===== src/rtl/boff_pkg.sv =====
// Package: shared types and constants for the bus-off recovery sequencer.
// Assumes: register addresses are 2 bits; the last-error code field is 3 bits.
package boff_pkg;

    // Recovery phase of the sequencer
    typedef enum logic [1:0] {
        PH_ACTIVE  = 2'b00,  // taking part on the bus
        PH_HELD    = 2'b01,  // bus-off, waiting for software to drop init
        PH_RECOVER = 2'b10   // counting idle runs
    } boff_phase_t;

    localparam int LEC_W = 3;
    localparam logic [LEC_W-1:0] LEC_BIT0 = 3'b101;
    localparam logic [LEC_W-1:0] LEC_KEEP = 3'b111;

    localparam logic [1:0] ADDR_CTRL = 2'd0;
    localparam logic [1:0] ADDR_STAT = 2'd1;
    localparam logic [1:0] ADDR_BT   = 2'd2;

    // Bit positions inside the control word
    localparam int CTRL_INIT = 0;
    localparam int CTRL_DAR  = 5;
    localparam int CTRL_CCE  = 6;
    localparam int CTRL_TEST = 7;

endpackage


===== src/rtl/boff_idle_counter.sv =====
// Module: counts runs of recessive bits and completed idle runs.
// Does: while count_en is high, on each strobe it grows the run with a
// recessive bit or restarts it with a dominant one. A full run bumps the
// occurrence count. seq_done marks the strobe that completes the last run.
// Assumes: RUN_W holds RUN_LEN-1 and OCC_W holds IDLE_COUNT-1.
module boff_idle_counter #(
    parameter int RUN_LEN    = 11,
    parameter int IDLE_COUNT = 129,
    parameter int RUN_W      = 4,
    parameter int OCC_W      = 8
) (
    input  logic             clk,
    input  logic             rst_n,
    input  logic             count_en,
    input  logic             clear,
    input  logic             strobe,
    input  logic             rx_bit,
    output logic             run_done,
    output logic             seq_done,
    output logic [RUN_W-1:0] run_cnt,
    output logic [OCC_W-1:0] occ_cnt
);

    localparam logic [RUN_W-1:0] RUN_LAST = RUN_W'(RUN_LEN - 1);
    localparam logic [OCC_W-1:0] OCC_LAST = OCC_W'(IDLE_COUNT - 1);

    logic sample;

    // Purpose: qualify the bus sample with the strobe and the enable
    always_comb begin
        sample   = count_en & strobe;
        run_done = sample & rx_bit & (run_cnt == RUN_LAST);
        seq_done = run_done & (occ_cnt == OCC_LAST);
    end

    // Purpose: length of the current recessive run
    always_ff @(posedge clk) begin
        if (!rst_n || clear) begin
            run_cnt <= '0;
        end else if (sample) begin
            if (!rx_bit || run_done) begin
                run_cnt <= '0;
            end else begin
                run_cnt <= run_cnt + 1'b1;
            end
        end
    end

    // Purpose: number of completed idle runs
    always_ff @(posedge clk) begin
        if (!rst_n || clear) begin
            occ_cnt <= '0;
        end else if (run_done) begin
            if (seq_done) begin
                occ_cnt <= '0;
            end else begin
                occ_cnt <= occ_cnt + 1'b1;
            end
        end
    end

endmodule


===== src/rtl/boff_phase_fsm.sv =====
// Module: bus-off phase controller.
// Does: enters bus-off on the trigger, waits for software to clear the init
// flag, then lets the counter run until the final idle run is done. At the
// end it raises the done and counter-clear pulses for one cycle.
// Assumes: seq_done can be high only in PH_RECOVER.
module boff_phase_fsm
    import boff_pkg::*;
(
    input  logic        clk,
    input  logic        rst_n,
    input  logic        busoff_evt,
    input  logic        init_q,
    input  logic        seq_done,
    output boff_phase_t phase,
    output logic        set_init,
    output logic        count_en,
    output logic        cnt_clear,
    output logic        busoff,
    output logic        rec_done,
    output logic        cnt_clr
);

    boff_phase_t phase_nx;

    // Purpose: next-phase decision
    always_comb begin
        phase_nx = phase;
        unique case (phase)
            PH_ACTIVE:  if (busoff_evt) phase_nx = PH_HELD;
            PH_HELD:    if (!init_q)    phase_nx = PH_RECOVER;
            PH_RECOVER: if (seq_done)   phase_nx = PH_ACTIVE;
            default:                    phase_nx = PH_ACTIVE;
        endcase
    end

    // Purpose: controls handed to the register file and the counter
    always_comb begin
        set_init  = (phase == PH_ACTIVE) && busoff_evt;
        count_en  = (phase == PH_RECOVER);
        cnt_clear = (phase != PH_RECOVER);
    end

    // Purpose: phase register
    always_ff @(posedge clk) begin
        if (!rst_n) begin
            phase <= PH_ACTIVE;
        end else begin
            phase <= phase_nx;
        end
    end

    // Purpose: bus-off status flag
    always_ff @(posedge clk) begin
        if (!rst_n) begin
            busoff <= 1'b0;
        end else if (set_init) begin
            busoff <= 1'b1;
        end else if (seq_done) begin
            busoff <= 1'b0;
        end
    end

    // Purpose: single-cycle completion pulses
    always_ff @(posedge clk) begin
        if (!rst_n) begin
            rec_done <= 1'b0;
            cnt_clr  <= 1'b0;
        end else begin
            rec_done <= seq_done;
            cnt_clr  <= seq_done;
        end
    end

endmodule


===== src/rtl/boff_ctrl_regs.sv =====
// Module: software-visible control, status and bit-timing registers.
// Does: decodes register writes. Bus-off entry forces the init flag high.
// The bit-timing register is protected by init and config-enable. A
// completed run writes the bit-0 code into lec, ahead of any software write.
// Assumes: one write per cycle; bit positions come from boff_pkg.
module boff_ctrl_regs
    import boff_pkg::*;
#(
    parameter int               DATA_W  = 32,
    parameter logic [DATA_W-1:0] BT_RST  = 32'h0000_2301,
    parameter logic [DATA_W-1:0] BT_MASK = 32'h0000_7FFF
) (
    input  logic              clk,
    input  logic              rst_n,
    input  logic              wr_en,
    input  logic [1:0]        wr_addr,
    input  logic [DATA_W-1:0] wr_data,
    input  logic              set_init,
    input  logic              lec_hw_set,
    output logic              init_flag,
    output logic              retx_off,
    output logic              cfg_change_en,
    output logic              test_mode,
    output logic [DATA_W-1:0] bt_value,
    output logic [LEC_W-1:0]  lec
);

    logic wr_ctrl, wr_stat, wr_bt, bt_open;

    // Purpose: address decode and bit-timing protection
    always_comb begin
        wr_ctrl = wr_en && (wr_addr == ADDR_CTRL);
        wr_stat = wr_en && (wr_addr == ADDR_STAT);
        wr_bt   = wr_en && (wr_addr == ADDR_BT);
        bt_open = init_flag && cfg_change_en;
    end

    // Purpose: init flag, forced by bus-off entry
    always_ff @(posedge clk) begin
        if (!rst_n) begin
            init_flag <= 1'b1;
        end else if (set_init) begin
            init_flag <= 1'b1;
        end else if (wr_ctrl) begin
            init_flag <= wr_data[CTRL_INIT];
        end
    end

    // Purpose: remaining control bits
    always_ff @(posedge clk) begin
        if (!rst_n) begin
            retx_off      <= 1'b0;
            cfg_change_en <= 1'b0;
            test_mode     <= 1'b0;
        end else if (wr_ctrl) begin
            retx_off      <= wr_data[CTRL_DAR];
            cfg_change_en <= wr_data[CTRL_CCE];
            test_mode     <= wr_data[CTRL_TEST];
        end
    end

    // Purpose: protected bit-timing register
    always_ff @(posedge clk) begin
        if (!rst_n) begin
            bt_value <= BT_RST;
        end else if (wr_bt && bt_open) begin
            bt_value <= wr_data & BT_MASK;
        end
    end

    // Purpose: last-error-code field, hardware code first
    always_ff @(posedge clk) begin
        if (!rst_n) begin
            lec <= '0;
        end else if (lec_hw_set) begin
            lec <= LEC_BIT0;
        end else if (wr_stat && (wr_data[LEC_W-1:0] != LEC_KEEP)) begin
            lec <= wr_data[LEC_W-1:0];
        end
    end

endmodule


===== src/rtl/boff_recovery_seq.sv =====
// Module: top of the CAN bus-off recovery sequencer.
// Does: ties the register file, the phase controller and the idle-run
// counter together. Bus timing and framing sit outside this block.
// Assumes: bit_strobe is high for one cycle per bit; rx_bit is valid with it.
module boff_recovery_seq
    import boff_pkg::*;
#(
    parameter int               RUN_LEN    = 11,
    parameter int               IDLE_COUNT = 129,
    parameter int               RUN_W      = 4,
    parameter int               OCC_W      = 8,
    parameter int               DATA_W     = 32,
    parameter logic [DATA_W-1:0] BT_RST    = 32'h0000_2301,
    parameter logic [DATA_W-1:0] BT_MASK   = 32'h0000_7FFF
) (
    input  logic              clk,
    input  logic              rst_n,
    input  logic              bit_strobe,
    input  logic              rx_bit,
    input  logic              busoff_evt,
    input  logic              wr_en,
    input  logic [1:0]        wr_addr,
    input  logic [DATA_W-1:0] wr_data,
    output logic              init_flag,
    output logic              retx_off,
    output logic              cfg_change_en,
    output logic              test_mode,
    output logic [DATA_W-1:0] bt_value,
    output logic [LEC_W-1:0]  lec,
    output logic              busoff,
    output logic              rec_done,
    output logic              cnt_clr
);

    boff_phase_t      phase;
    logic             set_init, count_en, cnt_clear;
    logic             run_done, seq_done;
    logic [RUN_W-1:0] run_cnt;
    logic [OCC_W-1:0] occ_cnt;

    boff_ctrl_regs #(
        .DATA_W (DATA_W),
        .BT_RST (BT_RST),
        .BT_MASK(BT_MASK)
    ) u_regs (
        .clk          (clk),
        .rst_n        (rst_n),
        .wr_en        (wr_en),
        .wr_addr      (wr_addr),
        .wr_data      (wr_data),
        .set_init     (set_init),
        .lec_hw_set   (run_done),
        .init_flag    (init_flag),
        .retx_off     (retx_off),
        .cfg_change_en(cfg_change_en),
        .test_mode    (test_mode),
        .bt_value     (bt_value),
        .lec          (lec)
    );

    boff_phase_fsm u_fsm (
        .clk       (clk),
        .rst_n     (rst_n),
        .busoff_evt(busoff_evt),
        .init_q    (init_flag),
        .seq_done  (seq_done),
        .phase     (phase),
        .set_init  (set_init),
        .count_en  (count_en),
        .cnt_clear (cnt_clear),
        .busoff    (busoff),
        .rec_done  (rec_done),
        .cnt_clr   (cnt_clr)
    );

    boff_idle_counter #(
        .RUN_LEN   (RUN_LEN),
        .IDLE_COUNT(IDLE_COUNT),
        .RUN_W     (RUN_W),
        .OCC_W     (OCC_W)
    ) u_cnt (
        .clk     (clk),
        .rst_n   (rst_n),
        .count_en(count_en),
        .clear   (cnt_clear),
        .strobe  (bit_strobe),
        .rx_bit  (rx_bit),
        .run_done(run_done),
        .seq_done(seq_done),
        .run_cnt (run_cnt),
        .occ_cnt (occ_cnt)
    );

endmodule


===== config.mk =====
export PLATFORM = sky130hd
export DESIGN_NAME = boff_recovery_seq
export DESIGN_NICKNAME = d
export VERILOG_FILES = /design/src/rtl/boff_pkg.sv /design/src/rtl/boff_idle_counter.sv /design/src/rtl/boff_phase_fsm.sv /design/src/rtl/boff_ctrl_regs.sv /design/src/rtl/boff_recovery_seq.sv
export SDC_FILE = /design/constraint.sdc
export NUM_CORES = 1
export LEC_CHECK = 0
export BUFFER_PORTS_ARGS = -buffer_cell sky130_fd_sc_hd__buf_4
export CORE_MARGIN = 10
export CORE_UTILIZATION = 50
export CTS_CLUSTER_SIZE = 14
export DETAILED_ROUTE_END_ITERATION = 10
export MAX_ROUTING_LAYER = met4
export PLACE_DENSITY = 0.86
export SLEW_MARGIN = 20
export SYNTH_ARGS = -nofsm -noshare
export SYNTH_HDL_FRONTEND = slang
export SYNTH_SLANG_ARGS = --single-unit

===== constraint.sdc =====
create_clock -name clk -period 3.3 [get_ports clk]
set_clock_uncertainty 0.2 [all_clocks]
set_input_delay 0 -clock clk [delete_from_list [all_inputs] [get_ports clk]]
set_output_delay 0 -clock clk [all_outputs]
set_load 0.05 [all_outputs]

# After elaboration in Yosys (flattened, before gate mapping)
# Index checks and enable logic that the tools add are counted.
# word_totals
reg_bits	38
output_inout_bits	42
wordCells	58
# op_classes
add_sub_neg	2
eq_ne	11
n_mux	10
n_bitwise	5
n_reduce_logical	18
# ops
op	n
$add A8 B1 Y8 const B	1
$eq A8 B8 Y1 const B	1
$mux W8	1
$ne A2 B2 Y1 const B	4
$logic_and A1 B1 Y1	7
$mux W2	3
$mux W3	2
$pmux W2 S3	1
$add A4 B1 Y4 const B	1
$and A1 B1 Y1	4
$eq A2 B1 Y1 const B	2
$eq A2 B2 Y1 const B	2
$eq A4 B4 Y1 const B	1
$logic_not A2 Y1	2
$mux W4	1
$reduce_bool A2 Y1	2
$reduce_or A2 Y1	2
$ne A3 B3 Y1 const B	1
$reduce_and A3 Y1	1
$logic_not A1 Y1	2
$logic_or A1 B1 Y1	2
$mux W1	2
$not A1 Y1	1

# Longest topological paths before layout
# logic_depth
word_depth	7
depth_mapped	6
mapped_depth_nobuf	6

# By module
# Synthesis repeated with hierarchy kept, for this count alone.
# unflattened
cells_unflattened	199
hier_area_um2	1865.5
# modules_own_cells
mod	instances	cells_each	area_per_inst_um2	seq_area_each_um2
boff_ctrl_regs	1	112	1071.0	440.4
boff_idle_counter	1	71	619.3	240.2
boff_phase_fsm	1	16	175.2	80.1

# Worst setup path before layout
# No wires, ideal clock.
# synth_path
path_kind	register to register
start	register u_regs.init_flag
end	register u_regs.bt_value[0]
setup_ns	0.124
t_arrival_ns	1.452
t_required_ns	2.976
slack_ns	1.524
path_stages_with_launch	7
n_path_buf	2
period_less_slack_ns	1.776
path_cell_list	dfxtp_1 > nand3_1 > or2_1 > buf_2 > buf_2 > nand2_1 > nand3_1
# synth_between
elab_chain_len	2
# synth_rtl
element	line_no	source
start: declaration	boff_ctrl_regs.sv:20	output logic init_flag,
start signal: assignment	boff_ctrl_regs.sv:45	init_flag <= wr_data[CTRL_INIT];
$logic_and A1 B1 Y1	boff_ctrl_regs.sv:35	bt_open = init_flag && cfg_change_en;
$logic_and A1 B1 Y1	boff_ctrl_regs.sv:66	end else if (wr_bt && bt_open) begin
end signal: assignment	boff_ctrl_regs.sv:67	bt_value <= wr_data & BT_MASK;
end: declaration	boff_ctrl_regs.sv:24	output logic [DATA_W-1:0] bt_value,
# Every way passes these cells.
# A chain may end at the register's enable or synchronous reset.

# Worst setup path after layout
# layout_path
start	register u_regs.init_flag
end	register u_regs.bt_value[9]
# Same word-level chain as after synthesis.

==> results.txt <==
----------------------------------------------------
[Timing]
  Worst slack on hold paths ... between 0.2 and 0.25 ns
  Max-slew violation count ... 0
  Fin crit period ... between 2 and 2.5 ns
  Setup repair after global routing missed its margin ... false
  Hold Violations, Final ... 0
  Share of the clock period used by the worst path after layout ... between 70% and 80%
  Setup total negative slack ... 0 ns
  Slew at the pin with the worst max-slew slack ... 1.07 ns
  Fmax ... roughly 0.41 GHz
  Worst slew margin ... 28.3%
  Setup violation total in the final timing report ... 0

[Global route]
  Global routing usage on met2 ... between 20% and 30%
  Vias in the first global route ... between 1500 and 2000
  Wire length of the first global-routing pass ... about 8000 µm
  Largest net degree at the start of global routing ... 20
  Overall track demand over capacity in global routing ... ~15%
  Met3 capacity usage during global routing ... under 10%
  Number of antenna violations at the first check in global routing ... 0
  Met1 GRT Util ... roughly 17%
  Most congested layer reported by global routing ... met2
  Total overflow reported by the global router ... 0

[Clock tree]
  Number of buffers created by CTS ... 5
  Clock-pin slew reported for the worst setup and hold paths after clock tree synthesis ... 0.12 ns
  Maximum clock insertion buffer count ... 2
  Clock latency on the worst-skew pair ... around 0.34 ns
  Cell chosen for the clock root ... clkbuf_4
  Sink count of the clock tree ... 38
  Post-CTS Resized ... 0
  Max H-tree Level ... 2
  Clock tree from TritonCTS ... built

[Yosys]
  Most frequent cells after synthesis ... nand2_1 (39), dfxtp_1 (38), a21oi_1 (20)
  Number of enable flip-flop cells after synthesis ... 0
  Post-Syn Instances ... between 200 and 250
  Sequential-to-total area share from yosys stat ... between 40 and 50%
  Prevailing post-synth register cell ... dfxtp_1
  Most instantiated library cell after synthesis ... nand2_1
  Leading cell types by total area after synthesis ... dfxtp_1 (42%), nand2_1 (8.2%), buf_4 (7.9%)
  Main combinational cell family by area after synthesis ... simple AND/OR/NAND/NOR gates
  Cell type with the highest aggregate area in the netlist ... dfxtp_1
  Post-synthesis compound-gate area fraction ... approximately 10%
  Xor-xnor portion of the synthesized cell area ... about 3.4%
  Yosys warning total ... 0
  Synth async-reset ratio ... 0%
  Area of the mapped netlist ... ~1800 µm²
  Synth Area in Simple Gates ... 27.9%
  Post-synthesis sequential element count ... 38
  Number of distinct library cells after synthesis ... between 40 and 50
  Multiplexer share of the synthesized area ... between 2 and 3%
  Adder and majority cell fraction of the synthesized area ... about 2.8%
  Yosys top cell area share ... 42.4%
  Post-Synthesis Mean Instance Area ... approximately 8.8 µm²

[Layout]
  Total area of multi-input combinational cells ... approximately 900 µm²
  Filler Cells Inserted ... approximately 250
  Share of layout cells above drive strength 1 ... 24.3%
  Net count of the finished layout ... 323
  Area Overhead vs Synth ... 39.0%
  Diode count ... 0
  Total area of sequential cells ... 761 µm²

[Critical path]
  Startpoint-to-endpoint class of the critical path ... register to register
  Kind of start point of the critical path ... register
  Maximum net fanout on the critical path ... 15
  Data arrival time of the critical path ... between 2 and 3 ns
  Required time of the worst setup path ... about 3.4 ns
  Kind of end point of the critical path ... register

[Detailed routing]
  Count of vias placed by the detailed router ... 1623
  Antenna violation net count after detailed routing ... 0
  Detail-routed net length per standard cell ... between 10 and 15 µm
  Drt first pass iters ... 4
  Number of DRC markers in iteration 0 ... roughly 160
  Wire length after detailed routing ... between 4000 and 5000 µm
  Drc violations ... 0
  Post-detailed-route via-to-cell ratio ... roughly 5.0

[Floorplanning]
  Die area ... between 6000 and 7000 µm²
  Core box area ... 3420 µm²
  DIE HEIGHT ... ~80 µm
  Horizontal extent of the die ... between 70 and 80 µm
  Starting density of the core ... about 53%
  Number of I/O pins ... slightly above 80
  Site Rows ... 21

[Outcome]
  Outcome ... finished, final reports clean

[Place]
  Final RePlAce weighted congestion ... between 0.7 and 0.8
  Total half-perimeter wirelength after legalization and detailed placement ... around 3100 µm
  IO Port Bufs ... 47

[Hold path]
  Type of the worst min-delay path ... input pin to register

[Power and ir drop]
  Power per unit of standard cell area ... 410 nW/µm²
  Leakage ... 0.00105 µW
  Worst vdd ir ... around 0.29 mV

[Run]
  Max cap viols ... 0

----------------------------------------------------
-- per-layer routing --
metal / vias up / wire length, µm
li1: 805 / -
met1: 758 / 2030
met2: 58 / 2420
met3: 2 / 292
met4: 0 / 17
met5: - / 0
-- flip-flops by register name (all words and copies together), names as in the netlist --
name and cells:
u_regs.retx_off 1, u_regs.lec 3, u_fsm.rec_done 1, u_regs.test_mode 1, u_regs.init_flag 1, u_cnt.occ_cnt 8
u_regs.cfg_change_en 1, u_regs.bt_value 15, u_cnt.run_cnt 4, u_fsm.busoff 1, u_fsm.phase 2
-- layout by cell type (no fill, tap or decap), drive strengths merged, types with 4 or more instances in the layout --
master and n:
clkbuf 6, a21oi 20, nand2 40, buf 47, ha 4, conb 17, xor2 4, nor2 17
mux2i 5, nand3 12, dlygate4sd3 29, dfxtp 38
-- area by class of cell --
class	instances	area share, %
Multi-Input combinational cell	154	36.4
Sequential cell	38	30.5
Timing Repair Buffer	76	25.8
Clock inverter	2	2.41
Tap cell	46	2.31
Clock buffer	6	2.06
Inverter	4	0.602
-- power breakdown --
group          internal [µW]  total (µW)  switching (µW)
Clock                    257         409             152
Combinational           52.7         145            92.2
Sequential               465         470            5.25
-- stage by stage --
step / area, µm² / power, µW / std cells / setup WS, ns / utilization [%]
6_report: 2490 / 1020 / 326 / 0.877 / 73.0
3_3_place_gp: 2090 / 596 / 289 / 1.51 / 61.3
4_1_cts: 2490 / 1020 / 326 / 0.967 / 73.0
3_5_place_dp: 2090 / 598 / 289 / 1.45 / 61.3
2_1_floorplan: 1860 / 576 / 220 / 1.52 / -
5_1_grt: 2490 / 1060 / 326 / 0.681 / 73.0
-- cell families after synthesis --
family / count (synthesis)
buffers and inverters: 28
AND/OR/NAND/NOR: 91
other: 1
flip-flops: 38
adder cells (fa/ha/maj): 4
multiplexers: 5
XOR/XNOR: 7
AO/OA/AOI/OAI: 30
-- worst max-delay path, cell delays in order (launching register included) --
cell	delay, ns
dfxtp_1	0.43
nand3_1	0.13
nor2_1	0.83
nand2_1	0.13
nand3_1	0.12
dlygate4sd3_1	0.55
-- final timing paths --
check | startpoint | to | slack [ns] | cells after the start
setup reg to reg | u_regs.init_flag$_SDFFE_PP1P_ | u_regs.bt_value[9]$_SDFFE_PN1P_ | 0.88 | 5
setup / recovery | u_regs.init_flag$_SDFFE_PP1P_ | u_regs.bt_value[9]$_SDFFE_PN1P_ | 0.88 | 5
hold / removal | busoff_evt | u_fsm.phase[0]$_SDFFE_PN0P_ | 0.25 | 4
hold reg to reg | u_regs.bt_value[11]$_SDFFE_PN0P_ | u_regs.bt_value[11]$_SDFFE_PN0P_ | 0.26 | 2
-- timing repair --
action	4_1_cts	5_1_grt
setup endpoints to repair	0	0
hold buffers	29	0
hold endpoints to repair	37	0
buffers inserted	0	0
No activity file was read; power rests on OpenSTA's default activity.
